### src/rtl/bfly_pkg.sv
package bfly_pkg;

  typedef enum logic {
    ROUTE_STRAIGHT = 1'b0,
    ROUTE_CROSS    = 1'b1
  } route_e;

  function automatic route_e route_of(logic lane_bit, logic dst_bit);
    return (lane_bit == dst_bit) ? ROUTE_STRAIGHT : ROUTE_CROSS;
  endfunction

endpackage

### src/rtl/bfly_column.sv
module bfly_column
  import bfly_pkg::*;
#(
  parameter int unsigned N_PORTS = 8,
  parameter int unsigned DST_W   = 3,
  parameter int unsigned DATA_W  = 8,
  parameter int unsigned COL     = 0
) (
  input  logic                               clk_i,
  input  logic                               rst_ni,
  input  logic [N_PORTS-1:0]                 in_valid_i,
  input  logic [N_PORTS-1:0][DST_W-1:0]      in_dst_i,
  input  logic [N_PORTS-1:0][DATA_W-1:0]     in_data_i,
  output logic [N_PORTS-1:0]                 grant_o,
  input  logic [N_PORTS-1:0]                 drain_i,
  output logic [N_PORTS-1:0]                 out_valid_o,
  output logic [N_PORTS-1:0][DST_W-1:0]      out_dst_o,
  output logic [N_PORTS-1:0][DATA_W-1:0]     out_data_o,
  output logic                               conflict_o
);

  localparam int unsigned STRIDE = 32'd1 << COL;

  logic [N_PORTS-1:0] free_w;
  logic [N_PORTS-1:0] cross_w;
  logic [N_PORTS-1:0] clash_w;
  logic [N_PORTS-1:0] grant_w;

  for (genvar x = 0; x < N_PORTS; x++) begin : g_lane
    localparam int unsigned PART = x ^ STRIDE;
    // upper lane of the pair loses on contention
    localparam logic        UPPER = ((x >> COL) & 1) != 0;
    localparam logic [DST_W-1:0] XPOS = DST_W'(x);

    logic              v_q;
    logic [DST_W-1:0]  d_q;
    logic [DATA_W-1:0] dat_q;
    logic              take_self, take_part;

    assign cross_w[x] = (route_of(UPPER, in_dst_i[x][COL]) == ROUTE_CROSS);
    assign clash_w[x] = in_valid_i[x] & in_valid_i[PART]
                      & (in_dst_i[x][COL] == in_dst_i[PART][COL]);
    assign free_w[x]  = ~v_q | drain_i[x];
    assign grant_w[x] = in_valid_i[x] & ~(clash_w[x] & UPPER)
                      & (cross_w[x] ? free_w[PART] : free_w[x]);

    assign take_self = grant_w[x] & ~cross_w[x];
    assign take_part = grant_w[PART] & cross_w[PART];

    always_ff @(posedge clk_i or negedge rst_ni) begin
      if (!rst_ni) begin
        v_q   <= 1'b0;
        d_q   <= '0;
        dat_q <= '0;
      end else if (free_w[x]) begin
        v_q   <= take_self | take_part;
        d_q   <= take_part ? in_dst_i[PART]  : in_dst_i[x];
        dat_q <= take_part ? in_data_i[PART] : in_data_i[x];
      end
    end

    assign out_valid_o[x] = v_q;
    assign out_dst_o[x]   = d_q;
    assign out_data_o[x]  = dat_q;

    p_invalid_no_grant_r5: assert property (@(posedge clk_i) disable iff (!rst_ni)
      !in_valid_i[x] |-> !grant_o[x]);

    p_hold_stable_r6: assert property (@(posedge clk_i) disable iff (!rst_ni)
      (out_valid_o[x] && !drain_i[x]) |=>
        (out_valid_o[x] && $stable(out_dst_o[x]) && $stable(out_data_o[x])));

    p_lane_bits_r2: assert property (@(posedge clk_i) disable iff (!rst_ni)
      out_valid_o[x] |-> (out_dst_o[x][COL:0] == XPOS[COL:0]));

    if (UPPER) begin : g_upper
      p_lower_wins_r3: assert property (@(posedge clk_i) disable iff (!rst_ni)
        (in_valid_i[x] && in_valid_i[PART] &&
         in_dst_i[x][COL] == in_dst_i[PART][COL]) |-> !grant_o[x]);
    end
  end

  assign grant_o    = grant_w;
  assign conflict_o = |clash_w;

endmodule

### src/rtl/bfly_net.sv
module bfly_net #(
  parameter  int unsigned N_PORTS = 8,
  parameter  int unsigned DATA_W  = 8,
  localparam int unsigned STAGES  = $clog2(N_PORTS)
) (
  input  logic                            clk_i,
  input  logic                            rst_ni,
  input  logic [N_PORTS-1:0]              in_valid_i,
  input  logic [N_PORTS-1:0][STAGES-1:0]  in_dst_i,
  input  logic [N_PORTS-1:0][DATA_W-1:0]  in_data_i,
  output logic [N_PORTS-1:0]              in_ready_o,
  output logic [N_PORTS-1:0]              out_valid_o,
  output logic [N_PORTS-1:0][STAGES-1:0]  out_dst_o,
  output logic [N_PORTS-1:0][DATA_W-1:0]  out_data_o,
  output logic [STAGES-1:0]               conflict_o
);

  logic [N_PORTS-1:0]             vld_w  [STAGES+1];
  logic [N_PORTS-1:0][STAGES-1:0] dst_w  [STAGES+1];
  logic [N_PORTS-1:0][DATA_W-1:0] dat_w  [STAGES+1];
  logic [N_PORTS-1:0]             gnt_w  [STAGES];
  logic [N_PORTS-1:0]             drn_w  [STAGES];

  assign vld_w[0] = in_valid_i;
  assign dst_w[0] = in_dst_i;
  assign dat_w[0] = in_data_i;

  for (genvar c = 0; c < STAGES; c++) begin : g_col
    // last column always empties into the memory ports
    if (c == STAGES - 1) begin : g_last
      assign drn_w[c] = '1;
    end else begin : g_mid
      assign drn_w[c] = gnt_w[c+1];
    end

    bfly_column #(
      .N_PORTS (N_PORTS),
      .DST_W   (STAGES),
      .DATA_W  (DATA_W),
      .COL     (c)
    ) u_col (
      .clk_i       (clk_i),
      .rst_ni      (rst_ni),
      .in_valid_i  (vld_w[c]),
      .in_dst_i    (dst_w[c]),
      .in_data_i   (dat_w[c]),
      .grant_o     (gnt_w[c]),
      .drain_i     (drn_w[c]),
      .out_valid_o (vld_w[c+1]),
      .out_dst_o   (dst_w[c+1]),
      .out_data_o  (dat_w[c+1]),
      .conflict_o  (conflict_o[c])
    );
  end

  assign in_ready_o  = ~in_valid_i | gnt_w[0];
  assign out_valid_o = vld_w[STAGES];
  assign out_dst_o   = dst_w[STAGES];
  assign out_data_o  = dat_w[STAGES];

  for (genvar p = 0; p < N_PORTS; p++) begin : g_chk
    p_delivery_port_r2: assert property (@(posedge clk_i) disable iff (!rst_ni)
      out_valid_o[p] |-> (out_dst_o[p] == STAGES'(p)));
  end

  p_reset_idle_r7: assert property (@(posedge clk_i)
    !rst_ni |-> (out_valid_o == '0));

endmodule

### config.mk
export PLATFORM = sky130hd
export DESIGN_NAME = bfly_net
export DESIGN_NICKNAME = d
export VERILOG_FILES = /design/src/rtl/bfly_pkg.sv /design/src/rtl/bfly_column.sv /design/src/rtl/bfly_net.sv
export SDC_FILE = /design/constraint.sdc
export NUM_CORES = 1
export LEC_CHECK = 0
export CAP_MARGIN = 20
export CORE_AREA = 2 2 110 219
export CTS_BUF_LIST = sky130_fd_sc_hd__clkbuf_4
export DETAILED_ROUTE_END_ITERATION = 12
export DIE_AREA = 0 0 112 221
export GPL_TIMING_DRIVEN = 1
export PLACE_DENSITY = 0.88
export SYNTH_ARGS = -nofsm -noshare
export SYNTH_HDL_FRONTEND = slang
export SYNTH_SLANG_ARGS = --single-unit
### constraint.sdc
create_clock -name clk_i -period 2.3 [get_ports clk_i]
set_input_delay 0.46 -clock clk_i [delete_from_list [all_inputs] [get_ports clk_i]]
set_output_delay 0.46 -clock clk_i [all_outputs]
set_load 0.02 [all_outputs]
# After elaboration in Yosys (flattened, before gate mapping)
# Cells that the tools add are included.
# Widths: inputs -> output; s select.
[word_totals]
reg_bits = 288
latchBits = 0
ram_bits = 0
romBits = 0
elab_cells = 357
memories = 0
[classes]
n_addsub = 0
multipliers = 0
n_div = 0
magnitude_cmp = 0
n_eq_ne = 24
shift = 0
n_mux = 82
n_bitwise = 176
n_reduce_logical = 3
[ops]
columns = ["cell", "count"]
rows = [
  ["$mux 8", 24],
  ["$and 1x1->1", 106],
  ["$mux 3", 24],
  ["$mux 1", 34],
  ["$not 1->1", 34],
  ["$or 1x1->1", 34],
  ["$eq 1x1->1", 24],
  ["$reduce_or 8->1", 3],
  ["$not 8->8", 1],
  ["$or 8x8->8", 1],
]

# Longest topological paths before layout
[logic_depth]
ltp_word = 12
mapped_depth = 6

# By module
# Synthesis repeated with hierarchy kept, for this count alone.
[hier_totals]
hier_cells = 1740
hier_area_um2 = 14737.9
[modules_own_cells]
columns = ["mod", "n_inst", "cells_per_inst", "area_per_inst_um2", "seq_area_each_um2"]
rows = [
  ["bfly_column", 3, 577, 4894.7, 2402.3],
  ["bfly_net", 1, 9, 53.8, 0.0],
]

# Least setup slack after synthesis
# No wires, ideal clock.
[synth_timing]
path_kind = "register -> output"
from = "register g_col[0].u_col.g_lane[0].d_q[1]"
to = "output port in_ready_o[3]"
arrival_time_ns = 1.736
path_slack_ns = 0.104
stages_incl_launch_ff = 7
n_path_buf = 2
path_cell_list = "dfrtp_1 -> xnor2_1 -> and3_1 -> buf_2 -> clkbuf_1 -> mux2_2 -> o21ai_0"
[synth_via]
elab_chain_cells = 8
[synth_lines]
columns = ["item", "line_no", "rtl"]
rows = [
  ["from (decl)", "bfly_column.sv:36", "logic [DST_W-1:0] d_q;"],
  ["from (signal assigned)", "bfly_column.sv:57", "d_q <= take_part ? in_dst_i[PART] : in_dst_i[x];"],
  ["$eq 1x1->1", "bfly_column.sv:42", "& (in_dst_i[x][COL] == in_dst_i[PART][COL]);"],
  ["$and 1x1->1", "bfly_column.sv:42", ""],
  ["$not 1->1", "bfly_column.sv:44", "assign grant_w[x] = in_valid_i[x] & ~(clash_w[x] & UPPER)"],
  ["$and 1x1->1", "bfly_column.sv:44", ""],
  ["$or 1x1->1", "bfly_column.sv:43", "assign free_w[x] = ~v_q | drain_i[x];"],
  ["$mux 1", "bfly_column.sv:45", "& (cross_w[x] ? free_w[PART] : free_w[x]);"],
  ["$and 1x1->1", "bfly_column.sv:45", ""],
  ["$or 8x8->8", "bfly_net.sv:56", "assign in_ready_o = ~in_valid_i | gnt_w[0];"],
  ["to (decl)", "bfly_net.sv:11", "output logic [N_PORTS-1:0] in_ready_o,"],
]
# No other way between the ends.

# Worst setup path in the final report
[layout_timing]
from = "register g_col[1].u_col.g_lane[3].d_q[2]"
to = "output port in_ready_o[7]"
[layout_via]
elab_chain_cells = 11
[layout_lines]
columns = ["item", "line_no"]
rows = [
  ["from (decl)", "bfly_column.sv:36"],
  ["from (signal assigned)", "bfly_column.sv:57"],
  ["$eq 1x1->1", "bfly_column.sv:42"],
  ["$and 1x1->1", "bfly_column.sv:42"],
  ["$not 1->1", "bfly_column.sv:44"],
  ["$and 1x1->1", "bfly_column.sv:44"],
  ["$or 1x1->1", "bfly_column.sv:43"],
  ["$mux 1", "bfly_column.sv:45"],
  ["$and 1x1->1", "bfly_column.sv:45"],
  ["$or 1x1->1", "bfly_column.sv:43"],
  ["$mux 1", "bfly_column.sv:45"],
  ["$and 1x1->1", "bfly_column.sv:45"],
  ["$or 8x8->8", "bfly_net.sv:56"],
]
# No other way between the ends.

==> results by group <==
Outcome
  – Status: finished, violations left
  – Failing checks: setup timing

Die
  – Initial core utilization: 55.11%
  – Die Span X: 112 µm
  – Die Span Y: 221 µm
  – Die area: 24,750 µm²
  – Num ports: 205
  – Row count: 79
  – Core area: 23,130 µm²

CTS
  – Inserted Clock Buffers: 60
  – Clk root buf: clkbuf_4
  – CTS tree: yes
  – H-tree depth: 2
  – Deepest clock path buffer count: 3
  – Clk slew on worst S/H paths: 0.08 ns
  – CTS sink count: 288
  – Clk_lat worst skew: 0.73 ns

Cells and area
  – Number of fill cells: 1,590
  – Final instance area: 16,030 µm²
  – Fin nets: 1,339
  – P&R area growth vs syn: 25.78%
  – Non-filler cells in the finished layout: 1,575
  – Share of layout cells above drive strength 1: 34.11%
  – Register area: 7211 µm²
  – Multi-input gate area: 4717 µm²

Setup path
  – Critical Path AT: 2.25 ns
  – RR Startpoint: g_col[0].u_col.g_lane[1].d_q[1]
  – WP data required: 1.84 ns
  – Crit path capture type: primary output
  – R2R Setup Slk: 0.36 ns
  – Crit-path max FO: 3
  – Critical path type: register to primary output
  – Worst-case reg-to-reg path depth: 8
  – FF-to-FF End: g_col[1].u_col.g_lane[1].dat_q[5]
  – Worst Setup Start Kind: register

STA
  – Relative slew margins: 53.91%
  – Final hold viol count: 0
  – # setup viols final: 8
  – Fin crit period: 2.709 ns
  – Slew at the pin closest to its max-slew limit: 0.6897 ns
  – Max Slew Vio Count: 0
  – FMAX: 0.3691 GHz
  – Worst Setup Slack, final: -0.4095 ns
  – Final period utilization: 117.8%
  – RSZ-0062 raised after global routing: yes
  – Setup Skew: 0.03190 ns

Synthesis
  – #FFs+latches synth: 288
  – Synth cell types: 46
  – Register area share after synthesis: 56.54%
  – Avg Cell Area, Syn: 12.61 µm²
  – Asr flop ratio synth: 100.0%
  – Syn_nets: 1,109
  – Post-synthesis cell count: 1,011
  – Netlist Area Pre-Place: 12,750 µm²
  – Post-synth EDFFs: 0
  – Yosys warnings: 0
  – Dominant synthesized flop cell: dfrtp_1

Global route
  – First-pass GRT wire length: 55,190 µm
  – Overall routing resource usage: 29.42%
  – Largest net degree at the start of global routing: 68
  – GRT overflow: 0
  – Initial antenna violation count: 5
  – Vias in the first global route: 9,814

Placed design
  – Final HPWL DP: 27,280 µm
  – Pre-CTS setup slack: -0.4518 ns
  – Port buffer count: 203
  – Cells after DPL: 1,449
  – Placed cell areas: 14,960 µm²
  – RePlAce Congestion: 1.026

Drt
  – Total number of vias: 8,901
  – Routed wire length: 36,140 µm
  – DRC errors left: 0
  – Drt initial violations: 657
  – DR vias/cell: 5.651
  – ANT nets after route: 0
  – DRT Pass-1 Iters: 5
  – Wire per inst: 22.94 µm

Power
  – Leakage: 0.007197 µW
  – Worst IR drop on VDD: 677.8 µV
  – PD cells: 1039 nW/µm²

Hold path
  – Worst min path class: primary input to asynchronous set/reset pin

Flow run
  – Max-cap violations: 0
-- how the worst max path moves through the flow --
stage | start | endpoint
global route | g_col[1].u_col.g_lane[3].d_q[2] | conflict_o[2]
global placement | in_dst_i[15] | conflict_o[0]
CTS | g_col[1].u_col.g_lane[7].d_q[2] | conflict_o[2]
finish | g_col[1].u_col.g_lane[3].d_q[2] | in_ready_o[7]
detailed placement | in_dst_i[15] | conflict_o[0]
floorplan | g_col[0].u_col.g_lane[0].d_q[1] | in_ready_o[3]
-- cell families (layout without fill, tap and decap cells) --
family / after synthesis / in the layout / share of synthesized area, %
other: 1 / 6 / 0.02942
xor gates and xnor gates: 13 / 13 / 0.8932
DFF: 288 / 288 / 56.54
buffers and inverters: 163 / 439 / 7.941
AOI/OAI and AO/OA: 124 / 124 / 6.773
and+or+nand+nor: 185 / 185 / 7.401
muxes: 237 / 237 / 20.43
-- cells in the final DEF, fill, tap and decap left out, types with 5 or more instances in the layout --
| cell | synthesis | routed |
|---|---|---|
| a221o_1 | 32 | 32 |
| o21ai_0 | 64 | 62 |
| nand2_1 | 87 | 84 |
| diode_2 | 0 | 5 |
| nand2b_1 | 18 | 18 |
| clkinv_2 | 0 | 7 |
| a21oi_1 | 7 | 7 |
| mux2_2 | 185 | 181 |
| buf_6 | 1 | 12 |
| and2_1 | 27 | 26 |
| and2_0 | 7 | 7 |
| inv_1 | 19 | 19 |
| clkinv_1 | 0 | 11 |
| nor2_1 | 9 | 8 |
| buf_4 | 101 | 102 |
| nand3b_1 | 6 | 6 |
| and3_4 | 1 | 6 |
| xnor2_1 | 10 | 7 |
| clkdlybuf4s50_1 | 0 | 191 |
| dfrtp_1 | 288 | 285 |
| clkbuf_4 | 0 | 88 |
| mux2i_1 | 52 | 52 |
-- synthesized netlist by cell type (6+ instances only) --
cell type    n  area share (%)
dfrtp_1    288              57
buf_4      101             5.9
nand2b_1    18            0.88
mux2i_1     52             4.1
nand3b_1     6            0.35
nand2_1     87             2.6
a21oi_1      7            0.27
and2_1      27             1.3
a221o_1     32             2.5
buf_2       11            0.43
mux2_2     185              16
nor2_1       9            0.26
clkbuf_1    24            0.71
o21ai_0     64             2.5
and3_1       6            0.29
inv_1       19            0.56
xnor2_1     10            0.69
nand3_1      6            0.24
buf_1        7            0.21
and2_0       7            0.34
-- layer usage --
| layer | vias to the layer above | global-route usage (%) | part of all wire [%] |
|---|---|---|---|
| met3 | 159 | 4.519 | 4.7 |
| met5 | - | 0 | 0 |
| met1 | 4433 | 28.33 | 32 |
| met2 | 396 | 53.80 | 54 |
| li1 | 3913 | - | - |
| met4 | 0 | 24.15 | 9.5 |
-- layout make-up --
type | count | share of cell area, %
flip-flops and latches | 288 | 44.97
multi-input cells | 560 | 29.42
repair buffers | 312 | 18.18
clock buffers | 88 | 4.120
well taps | 283 | 2.209
clock inverters | 20 | 0.5697
inverters | 19 | 0.4448
diodes | 5 | 0.07804
-- where the power goes --
| part | internal (µW) | switching [µW] |
|---|---|---|
| clock network | 1760 | 1960 |
| logic | 2880 | 2750 |
| registers | 6370 | 937 |
| total | 11000 | 5640 |
-- metrics by stage --
stage | setup TNS, ns | util (%) | hold WS [ns] | total power [µW]
finish | -2.630 | 69.32 | 0.2736 | 16650
global route | -3.075 | 69.32 | 0.3008 | 17350
CTS | -2.537 | 68.88 | 0.2552 | 16600
detailed placement | -4.243 | 64.69 | 0.4175 | 12680
global placement | -2.849 | 64.69 | 0.4106 | 12550
floorplan | 0 | - | 0.1644 | 10710
-- critical path: stages (launching register included) --
cell and delay, ns:
dfrtp_1 0.42, xor2_2 0.20, buf_6 0.13, o32ai_4 0.21, o21ai_2 0.14, o221a_2 0.30
buf_6 0.13
-- sequential cells by signal, indices dropped and copies added (netlist names) --
| name | count |
|---|---|
| g_col.u_col.g_lane.d_q | 72 |
| g_col.u_col.g_lane.dat_q | 192 |
| g_col.u_col.g_lane.v_q | 24 |
-- what timing repair did --
action,4_1_cts,5_1_grt
buffers inserted,8,4
pin swaps,18,9
setup endpoints to repair,10,10
resized for setup,89,13
hold endpoints to repair,54,0
hold buffers,1,0
No activity file was read; power rests on OpenSTA's default activity.
